## config.mk

```make
export PLATFORM = sky130hd
export DESIGN_NAME = uart_tx_dbuf
export DESIGN_NICKNAME = d
export VERILOG_FILES = /design/src/rtl/uart_tx_pkg.sv /design/src/rtl/uart_tx_baud.sv /design/src/rtl/uart_tx_hold.sv /design/src/rtl/uart_tx_shift.sv /design/src/rtl/uart_tx_dbuf.sv
export SDC_FILE = /design/constraint.sdc
export NUM_CORES = 1
export LEC_CHECK = 0
export BUFFER_PORTS_ARGS = -buffer_cell sky130_fd_sc_hd__buf_2
export CORE_MARGIN = 1.5
export CORE_UTILIZATION = 35
export DETAILED_ROUTE_END_ITERATION = 10
export PLACE_DENSITY = 0.63
export REMOVE_ABC_BUFFERS = 1
export SKIP_CTS_REPAIR_TIMING = 1
export SLEW_MARGIN = 40
export SYNTH_ARGS = -nofsm -noshare
export SYNTH_HDL_FRONTEND = slang
export SYNTH_SLANG_ARGS = --single-unit
```

## constraint.sdc

```tcl
create_clock -name clk -period 5.1 [get_ports clk]
set_clock_uncertainty 0.1 [all_clocks]
set_input_delay 0.51 -clock clk [delete_from_list [all_inputs] [get_ports clk]]
set_output_delay 0.51 -clock clk [all_outputs]
set_load 0.005 [all_outputs]
```

## src/rtl/uart_tx_pkg.sv

```systemverilog
// Package: shared constants, types and the character-size decode for the
// serial transmitter. Assumes at most 13 bits per frame (1+9+1+2).
package uart_tx_pkg;

    localparam int FRAME_MAX = 13;
    localparam int LEN_W     = 4;
    localparam int DATA_MAX  = 9;

    typedef enum logic [1:0] {
        PAR_NONE = 2'b00,
        PAR_RSVD = 2'b01,
        PAR_EVEN = 2'b10,
        PAR_ODD  = 2'b11
    } par_mode_e;

    typedef struct packed {
        logic [2:0] size_code;
        par_mode_e  par;
        logic       two_stop;
    } frame_cfg_t;

    // Maps the size code to a data-bit count; unlisted codes fall back to 8.
    function automatic logic [LEN_W-1:0] data_len(input logic [2:0] code);
        case (code)
            3'b000:  data_len = LEN_W'(5);
            3'b001:  data_len = LEN_W'(6);
            3'b010:  data_len = LEN_W'(7);
            3'b011:  data_len = LEN_W'(8);
            3'b111:  data_len = LEN_W'(9);
            default: data_len = LEN_W'(8);
        endcase
    endfunction

endpackage

```

## src/rtl/uart_tx_baud.sv

```systemverilog
// Bit-period timer: while run is high, raises tick on the last clock of every
// bit period of 16*(divisor+1) or 8*(divisor+1) clocks. Assumes divisor and
// dbl are held stable during a frame; the count restarts from zero whenever
// run is low.
module uart_tx_baud #(
    parameter int DIV_W = 8
) (
    input  logic             clk,
    input  logic             rst_n,
    input  logic             run,
    input  logic             dbl,
    input  logic [DIV_W-1:0] divisor,
    output logic             tick
);
    localparam int CNT_W = DIV_W + 5;

    logic [CNT_W-1:0] cnt;
    logic [CNT_W-1:0] steps;
    logic [CNT_W-1:0] last_cnt;

    // Derive the final count value of one bit period.
    always_comb begin
        steps    = CNT_W'(divisor) + CNT_W'(1);
        last_cnt = (dbl ? (steps << 3) : (steps << 4)) - CNT_W'(1);
        tick     = run && (cnt >= last_cnt);
    end

    // Count clocks within the current bit period.
    always_ff @(posedge clk) begin
        if (!rst_n) begin
            cnt <= '0;
        end else if (!run || tick) begin
            cnt <= '0;
        end else begin
            cnt <= cnt + CNT_W'(1);
        end
    end


    tick_restart_chk: assert property (@(posedge clk) disable iff (!rst_n)
        tick |=> (cnt == '0));

endmodule

```

## src/rtl/uart_tx_hold.sv

```systemverilog
// Holding buffer: one character entry written by the host and drained by the
// shift engine. A write always wins over a drain on the same edge, so a
// character written at the load edge stays pending.
module uart_tx_hold (
    input  logic       clk,
    input  logic       rst_n,
    input  logic       wr_stb,
    input  logic [7:0] wr_data,
    input  logic       wr_bit8,
    input  logic       take,
    output logic       full,
    output logic [8:0] data9
);
    // Capture host writes and release the entry when the engine takes it.
    always_ff @(posedge clk) begin
        if (!rst_n) begin
            full  <= 1'b0;
            data9 <= '0;
        end else if (wr_stb) begin
            full  <= 1'b1;
            data9 <= {wr_bit8, wr_data};
        end else if (take) begin
            full  <= 1'b0;
        end
    end


    hold_newest_chk: assert property (@(posedge clk) disable iff (!rst_n)
        wr_stb |=> (full && data9 == {$past(wr_bit8), $past(wr_data)}));

endmodule

```

## src/rtl/uart_tx_shift.sv

```systemverilog
// Frame engine: builds the frame from the buffered character and the frame
// configuration, shifts it out one bit per tick, chains straight into a
// pending character, and keeps the clear-by-pulse completion flag. Assumes
// tick only occurs while busy is high.
module uart_tx_shift
    import uart_tx_pkg::*;
(
    input  logic       clk,
    input  logic       rst_n,
    input  logic       en,
    input  logic       tick,
    input  logic       have,
    input  logic [8:0] data9,
    input  frame_cfg_t cfg,
    input  logic       done_clr,
    output logic       busy,
    output logic       take,
    output logic       txd,
    output logic       done
);
    logic [FRAME_MAX-1:0] shreg;
    logic [FRAME_MAX-1:0] frame;
    logic [LEN_W-1:0]     left;
    logic [LEN_W-1:0]     flen;
    logic [LEN_W-1:0]     nd;
    logic                 par_bit;
    logic                 par_on;
    logic                 last;
    logic                 done_set;

    // Assemble start, data, optional parity and stop bits into one vector.
    always_comb begin
        nd      = data_len(cfg.size_code);
        par_on  = cfg.par[1];
        par_bit = (cfg.par == PAR_ODD);
        frame   = '1;
        frame[0] = 1'b0;
        for (int i = 0; i < DATA_MAX; i++) begin
            if (LEN_W'(i) < nd) begin
                frame[i+1] = data9[i];
                par_bit    = par_bit ^ data9[i];
            end
        end
        if (par_on) begin
            frame[nd + LEN_W'(1)] = par_bit;
        end
        flen = LEN_W'(2) + nd + LEN_W'(par_on) + LEN_W'(cfg.two_stop);
    end

    // Decide when a new frame is loaded, either from idle or back to back.
    always_comb begin
        last     = (left == LEN_W'(1));
        take     = en && have && (!busy || (tick && last));
        done_set = en && busy && tick && last && !have;
        txd      = !(en && busy) || shreg[0];
    end

    // Load, shift and retire frames.
    always_ff @(posedge clk) begin
        if (!rst_n) begin
            busy  <= 1'b0;
            shreg <= '1;
            left  <= '0;
        end else if (!en) begin
            busy  <= 1'b0;
        end else if (take) begin
            busy  <= 1'b1;
            shreg <= frame;
            left  <= flen;
        end else if (busy && tick) begin
            shreg <= {1'b1, shreg[FRAME_MAX-1:1]};
            left  <= left - LEN_W'(1);
            if (last) begin
                busy <= 1'b0;
            end
        end
    end

    // Hold the completion flag until the host pulses the clear input.
    always_ff @(posedge clk) begin
        if (!rst_n) begin
            done <= 1'b0;
        end else if (done_set) begin
            done <= 1'b1;
        end else if (done_clr) begin
            done <= 1'b0;
        end
    end


    start_low_chk: assert property (@(posedge clk) disable iff (!rst_n)
        take |=> (shreg[0] == 1'b0));


    chain_at_end_chk: assert property (@(posedge clk) disable iff (!rst_n)
        (take && busy) |-> (tick && last));


    done_idle_chk: assert property (@(posedge clk) disable iff (!rst_n)
        $rose(done) |-> !busy);


    len_range_chk: assert property (@(posedge clk) disable iff (!rst_n)
        busy |-> (left >= LEN_W'(1) && left <= LEN_W'(FRAME_MAX)));

endmodule

```

## src/rtl/uart_tx_dbuf.sv

```systemverilog
// Top of the double-buffered serial transmitter: holding buffer, bit-period
// timer and frame engine. Frame configuration is sampled at each load.
module uart_tx_dbuf
    import uart_tx_pkg::*;
#(
    parameter int DIV_W = 8
) (
    input  logic             clk,
    input  logic             rst_n,
    input  logic             tx_en,
    input  logic             dbl_speed,
    input  logic [DIV_W-1:0] divisor,
    input  logic [2:0]       size_sel,
    input  logic [1:0]       par_sel,
    input  logic             stop2,
    input  logic             wr_stb,
    input  logic [7:0]       wr_data,
    input  logic             wr_bit8,
    input  logic             done_clr,
    output logic             txd,
    output logic             buf_empty,
    output logic             tx_done
);
    logic       full;
    logic [8:0] data9;
    logic       take;
    logic       busy;
    logic       tick;
    frame_cfg_t cfg;

    // Pack the configuration pins into the shared frame type.
    always_comb begin
        cfg.size_code = size_sel;
        cfg.par       = par_mode_e'(par_sel);
        cfg.two_stop  = stop2;
        buf_empty     = !full;
    end

    uart_tx_hold i_hold (
        .clk     (clk),
        .rst_n   (rst_n),
        .wr_stb  (wr_stb),
        .wr_data (wr_data),
        .wr_bit8 (wr_bit8),
        .take    (take),
        .full    (full),
        .data9   (data9)
    );

    uart_tx_baud #(.DIV_W(DIV_W)) i_baud (
        .clk     (clk),
        .rst_n   (rst_n),
        .run     (busy),
        .dbl     (dbl_speed),
        .divisor (divisor),
        .tick    (tick)
    );

    uart_tx_shift i_shift (
        .clk      (clk),
        .rst_n    (rst_n),
        .en       (tx_en),
        .tick     (tick),
        .have     (full),
        .data9    (data9),
        .cfg      (cfg),
        .done_clr (done_clr),
        .busy     (busy),
        .take     (take),
        .txd      (txd),
        .done     (tx_done)
    );


    idle_high_chk: assert property (@(posedge clk) disable iff (!rst_n)
        !tx_en |-> txd);


    write_fills_chk: assert property (@(posedge clk) disable iff (!rst_n)
        wr_stb |=> !buf_empty);


    done_empty_chk: assert property (@(posedge clk) disable iff (!rst_n)
        $rose(tx_done) |-> buf_empty);

endmodule

```

Word level (Yosys, flattened, before mapping) --
Index checks and enable logic that the tools add are counted.
Operators by class: $add $sub $neg 8, bitwise logic cells 10, eq/ne operators 5, muxes and demuxes 35, reduce and logical (&&, ||, !) cells 25, $lt $le $gt $ge 12
Operators by type and width (number):
- 13-bit two-way mux | 4
- 1-bit two-way mux | 26
- 3-bit by 4-bit less-than comparator with 1-bit output (first input constant) | 4
- 4-bit case mux with 4 select lines | 1
- 13-bit by 1-bit adder with 13-bit output (second input constant) | 1
- 13-bit bitwise mux | 1
- 13-bit greater-or-equal comparator | 1
- 13-bit by 1-bit subtractor with 13-bit output (second input constant) | 1
- 1-bit logical AND | 10
- 8-bit by 1-bit adder with 9-bit output (second input constant) | 1
- 1-bit XOR | 9
- 4-bit by 1-bit adder with 4-bit output | 2
- 1-bit by 4-bit less-than comparator with 1-bit output (first input constant) | 2
- 2-bit by 4-bit less-than comparator with 1-bit output (first input constant) | 2
- 4-bit two-way mux | 2
- 2-bit nonzero test | 4
- 2-bit AND reduction | 3
- 4-bit by 5-bit less-than comparator with 1-bit output (second input constant) | 1
- 2-bit by 4-bit adder with 4-bit output (first input constant) | 1
- 4-bit by 1-bit adder with 4-bit output (second input constant) | 1
- 1-bit demux with 4-bit select | 1
- 4-bit by 1-bit equality test with 1-bit output (second input constant) | 1
- 4-bit by 1-bit greater-or-equal comparator with 1-bit output (second input constant) | 1
- 4-bit less-than comparator (first input constant) | 1
- 10 further kinds | 14
Storage, ports and cells: output and inout port bits 3, logic and storage cells 102, flip-flop bits (word level) 42, input bits 29

Logic depth before layout (Yosys ltp) --
word-level depth 23, mapped depth 18, mapped depth without buffers 16

Modules after synthesis --
A second synthesis with hierarchy kept.
Unflattened totals: cells, all modules 350, area, all modules 2926.6 um^2
Modules (own cells, without submodules):
- uart_tx_baud | area each 1321.3 um^2, sequential area each 260.2 um^2, cells each 164, instances 1
- uart_tx_shift | area each 1229.9 um^2, sequential area each 380.4 um^2, cells each 154, instances 1
- uart_tx_hold | area each 371.6 um^2, sequential area each 200.2 um^2, cells each 31, instances 1
- uart_tx_dbuf | area each 3.8 um^2, sequential area each 0.0 um^2, cells each 1, instances 1

Worst setup path after synthesis --
Ideal clock, no wire load.
kind input-to-reg, start in divisor[0], end reg i_shift.shreg[9], arrival time 4101 ps, stages on the path 17, path slack 763 ps, buffers on the path 2, library setup time 137 ps, required time 4863 ps, cells stage by stage ha_1 -> nand2b_1 -> a31o_1 -> nor2_1 -> nand2_1 -> or4b_4 -> nor3b_1 -> nor2_1 -> ha_1 -> nand2_1 -> or4_1 -> and3_1 -> a21o_1 -> buf_4 -> buf_6 -> o31ai_1 -> a31oi_1
Between the ends: cells in the longest elaborated chain, start to end 10, elaborated cells on any way between the ends 12, those cells by class add/sub: 2; order compare: 1; mux: 2; reduce/logical: 7
Ends and longest elaborated chain:
- start: declaration | line uart_tx_dbuf.sv:12 | input logic [DIV_W-1:0] divisor,
- 8-bit by 1-bit adder with 9-bit output (*) | line uart_tx_baud.sv:23 | steps = CNT_W'(divisor) + CNT_W'(1);
- 13-bit two-way mux (*) | line uart_tx_baud.sv:24 | last_cnt = (dbl ? (steps << 3) : (steps << 4)) - CNT_W'(1);
- 13-bit by 1-bit subtractor with 13-bit output (*) | line uart_tx_baud.sv:24
- 13-bit greater-or-equal comparator (*) | line uart_tx_baud.sv:25 | tick = run && (cnt >= last_cnt);
- 1-bit logical AND (*) | line uart_tx_baud.sv:25
- 1-bit logical AND | line uart_tx_shift.sv:53 | take = en && have && (!busy || (tick && last));
- 1-bit logical OR | line uart_tx_shift.sv:53
- 1-bit logical AND | line uart_tx_shift.sv:53
- 2-bit nonzero test (no line)
- 2-bit AND reduction (no line)
- end signal: assignment | line uart_tx_shift.sv:68 | shreg <= frame;
- end signal: assignment | line uart_tx_shift.sv:71 | shreg <= {1'b1, shreg[FRAME_MAX-1:1]};
- end: declaration | line uart_tx_shift.sv:21 | logic [FRAME_MAX-1:0] shreg;
Mark *: on every way between the ends. The rest lies on a longest branch, timed or not. A chain may end at the register's enable or synchronous reset.

Worst setup path in the final report --
Same ends and word-level chain as after synthesis.

==> results.py <==
metrics = {
    "outcome": {
        "outcome": "finished, final reports clean",
    },
    "yosys": {
        "ys_async_sr_fraction": 0,
        "synth_top_cell_by_area": "dfxtp_1",
        "yosys.area_share.simple": 0.268,
        "synth_top_family_by_area": "simple AND/OR/NAND/NOR gates",
        "syn_avg_cell_area_um2": 7.90,
        "yosysTopAreaCellShare": 0.289,
        "yosys_warnings": 0,
        "synth.ff_latch_count": 42,
        "synthXorXnorAreaFrac": 0.0842,
        "synth_mux_area_frac": 0.0485,
        "synth_area_leaders": "dfxtp_1 29%, ha_1 6.4%, nor2_1 6.3%",
        "synthesis.area_um2": 2910,
        "synth-compound-area-share": 0.186,
        "synth-edff-count": 0,
        "syn-instance-count": 369,
        "synth_seq_area_share": 0.289,
        "synthAdderAreaFrac": 0.0713,
        "synth_cell_types": 61,
        "ys_dominant_reg_cell": "dfxtp_1",
    },
    "floorplanning": {
        "die_h_um": 94.2,
        "rows": 33,
        "core_um2": 8130,
        "die-area_um2": 8880,
        "io_pins": 32,
        "die_w_um": 94.2,
        "start_util": 0.358,
    },
    "critical_path": {
        "cp_data_required_time_ns": 5.23,
        "arrival_ns": 4.64,
        "end_kind": "flop",
        "path_class": "in -> reg",
        "start_kind": "input pin",
        "cp_max_fo": 10,
    },
    "power": {
        "seqPwrFrac": 0.473,
        "p_int_w": 0.000513,
        "p_sw_w": 0.000237,
        "peakVddDrop_mv": 0.144,
        "power_density_nw_per_um2": 236,
        "p_total_w": 0.000749,
        "p_leak_nw": 1.27,
        "p_sw_frac": 0.316,
        "p_comb_frac": 0.212,
        "clockPowerShare": 0.316,
    },
    "placed_design": {
        "placedInstanceArea_um2": 3080,
        "portBuffers": 31,
        "dp.cells": 482,
        "gp_congestion": 0.792,
        "dp_hpwl_um": 4480,
    },
    "finish": {
        "drive_gt1_frac": 0.132,
        "area_delta_synth_final_pct": 9.02,
        "antenna_cells": 0,
        "layout.nets": 429,
        "final_cells": 490,
        "fin_area_um2": 3180,
    },
    "sta": {
        "period_share": 0.885,
        "tns_ns": 0,
        "max_freq_ghz": 0.221,
        "min_period_ns": 4.52,
        "worst_pin_slew_ns": 0.701,
        "rsz0062_at_grt": "no",
        "hold_viol": 0,
        "finalMaxSlewViolations": 0,
        "whs_ns": 0.357,
        "setup_viol": 0,
        "max_slew_margin": 0.531,
    },
    "detailed_routing": {
        "viasPerCell": 5.30,
        "dr_total_vias": 2599,
        "first_pass_iters": 4,
        "antenna_left": 0,
        "drc": 0,
        "wl_per_cell_um": 12.6,
        "routed_wl_um": 6150,
        "drt_iter0_markers": 80,
    },
    "clock_network": {
        "insertion_delay_ns": 0.30,
        "cts-htree-levels": 2,
        "cts_max_path_buffers": 2,
        "cts_tree": "done",
        "root_buffer": "clkbuf_8",
        "clk_pin_slew_ns": 0.10,
        "cts_sinks": 42,
        "cts_buffers": 5,
    },
    "job": {
        "cap_viol_max_count": 0,
    },
    "grt": {
        "grt_pass1_wl_um": 10700,
        "gr-total-overflow": 0,
        "grt-busiest-layer": "met2",
        "use_met3": 0.0291,
        "grt_pass1_vias": 2428,
        "grt_usage": 0.148,
        "grt_max_degree": 34,
        "use_met1": 0.193,
        "antenna_found_initial": 0,
        "met2_usage": 0.249,
    },
    "hold_path": {
        "hp-class": "in -> reg",
    },
}
registers in the layout, indices dropped and copies added (netlist names):
| register | cells |
|---|---|
| i_hold.data9 | 9 |
| i_shift.left | 4 |
| i_shift.busy | 1 |
| i_baud.cnt | 13 |
| i_hold.full | 1 |
| i_shift.shreg | 13 |
| i_shift.done | 1 |
placed cells by master (no fill, tap or decap), drive strengths merged, types with 3 or more instances in the layout:
master   instances
nand2b           4
a221oi           4
nor3             7
nand3           16
o21a             4
nor2b           13
a211oi           3
xnor2           12
buf             31
o22ai            3
and3             5
xor2            16
a21oi           15
inv             11
and2             5
a31o             3
clkbuf           5
ha              15
nand4            4
mux2i           13
o31ai            3
a31oi            4
nand2           41
o2111ai          3
nor3b            3
nor2            49
o21ai           14
dfxtp           42
o311ai           7
per-stage QoR:
| stage | util | worst slack, ns |
|---|---|---|
| floorplan | - | 0.727 |
| global placement | 0.378 | 0.307 |
| detailed placement | 0.378 | 0.218 |
| CTS | 0.390 | 0.529 |
| global route | 0.391 | 0.282 |
| finish | 0.391 | 0.585 |
kinds of logic (layout without fill, tap and decap cells):
family	count (synthesis)	after routing
AOI/OAI and AO/OA	77	77
xor gates and xnor gates	28	28
adders and majority gates	16	16
buffers and inverters	32	48
DFF	42	42
muxes	14	14
and+or+nand+nor	160	160
synth_stat cells (all sizes together), types with 5 or more instances:
cell	n
nor2	49
dfxtp	42
nand2	41
nand3	16
xor2	16
a21oi	15
ha	15
o21ai	14
mux2i	13
nor2b	13
clkbuf	12
xnor2	12
buf	11
inv	9
nor3	7
o311ai	7
and2	5
and3	5
power groups by stage:
stage | Sequential [W] | Combinational [W] | Clock (W)
after detailed placement | 0.000362 | 0.000159 | 0
after global routing | 0.000356 | 0.000182 | 0.000255
after global placement | 0.000361 | 0.000157 | 0
after CTS | 0.000354 | 0.000159 | 0.000245
after floorplan | 0.000358 | 0.000110 | 0
final | 0.000354 | 0.000159 | 0.000236
worst paths after layout:
| path | start | end | slack (ns) | cells past startpoint |
|---|---|---|---|---|
| hold / removal | wr_data[6] | i_hold.data9[6]$_SDFFE_PN0P_ | 0.36 | 3 |
| setup reg to reg | i_baud.cnt[4]$_SDFF_PP0_ | i_shift.shreg[9]$_SDFFE_PN1P_ | 2.48 | 8 |
| setup / recovery | divisor[0] | i_shift.shreg[9]$_SDFFE_PN1P_ | 0.58 | 17 |
| hold reg to reg | i_shift.shreg[12]$_SDFFE_PN1P_ | i_shift.shreg[12]$_SDFFE_PN1P_ | 0.36 | 1 |
critical path, cell delays in order:
cell and delay (ns):
buf_2 0.15, ha_1 0.34, nand2b_1 0.24, a31o_1 0.23, nor2_1 0.15, nand2_1 0.14, or4b_4 0.57, nor3b_1 0.18
nor2_1 0.07, ha_1 0.29, nand2_1 0.08, or4_1 0.56, and3_1 0.24, a21oi_2 0.41, mux2i_1 0.25, o31ai_1 0.09
a31oi_1 0.14
final cells by class:
| cell class | count | area, um^2 |
|---|---|---|
| sequential | 42 | 841 |
| multi-input combinational | 295 | 1920 |
| clock inverter | 3 | 28.8 |
| timing repair buffer | 31 | 155 |
| tap | 105 | 131 |
| clock buffer | 5 | 68.8 |
| fill | 832 | 4960 |
| inverter | 9 | 33.8 |
routing by layer:
| layer | routed length, um | vias to the layer above | share of wire |
|---|---|---|---|
| li1 | - | 1343 | - |
| met1 | 3020 | 1207 | 0.49 |
| met2 | 2850 | 45 | 0.46 |
| met3 | 228 | 4 | 0.037 |
| met4 | 53 | 0 | 0.0086 |
| met5 | 0 | - | 0 |
(Power assumes the default switching activity.)
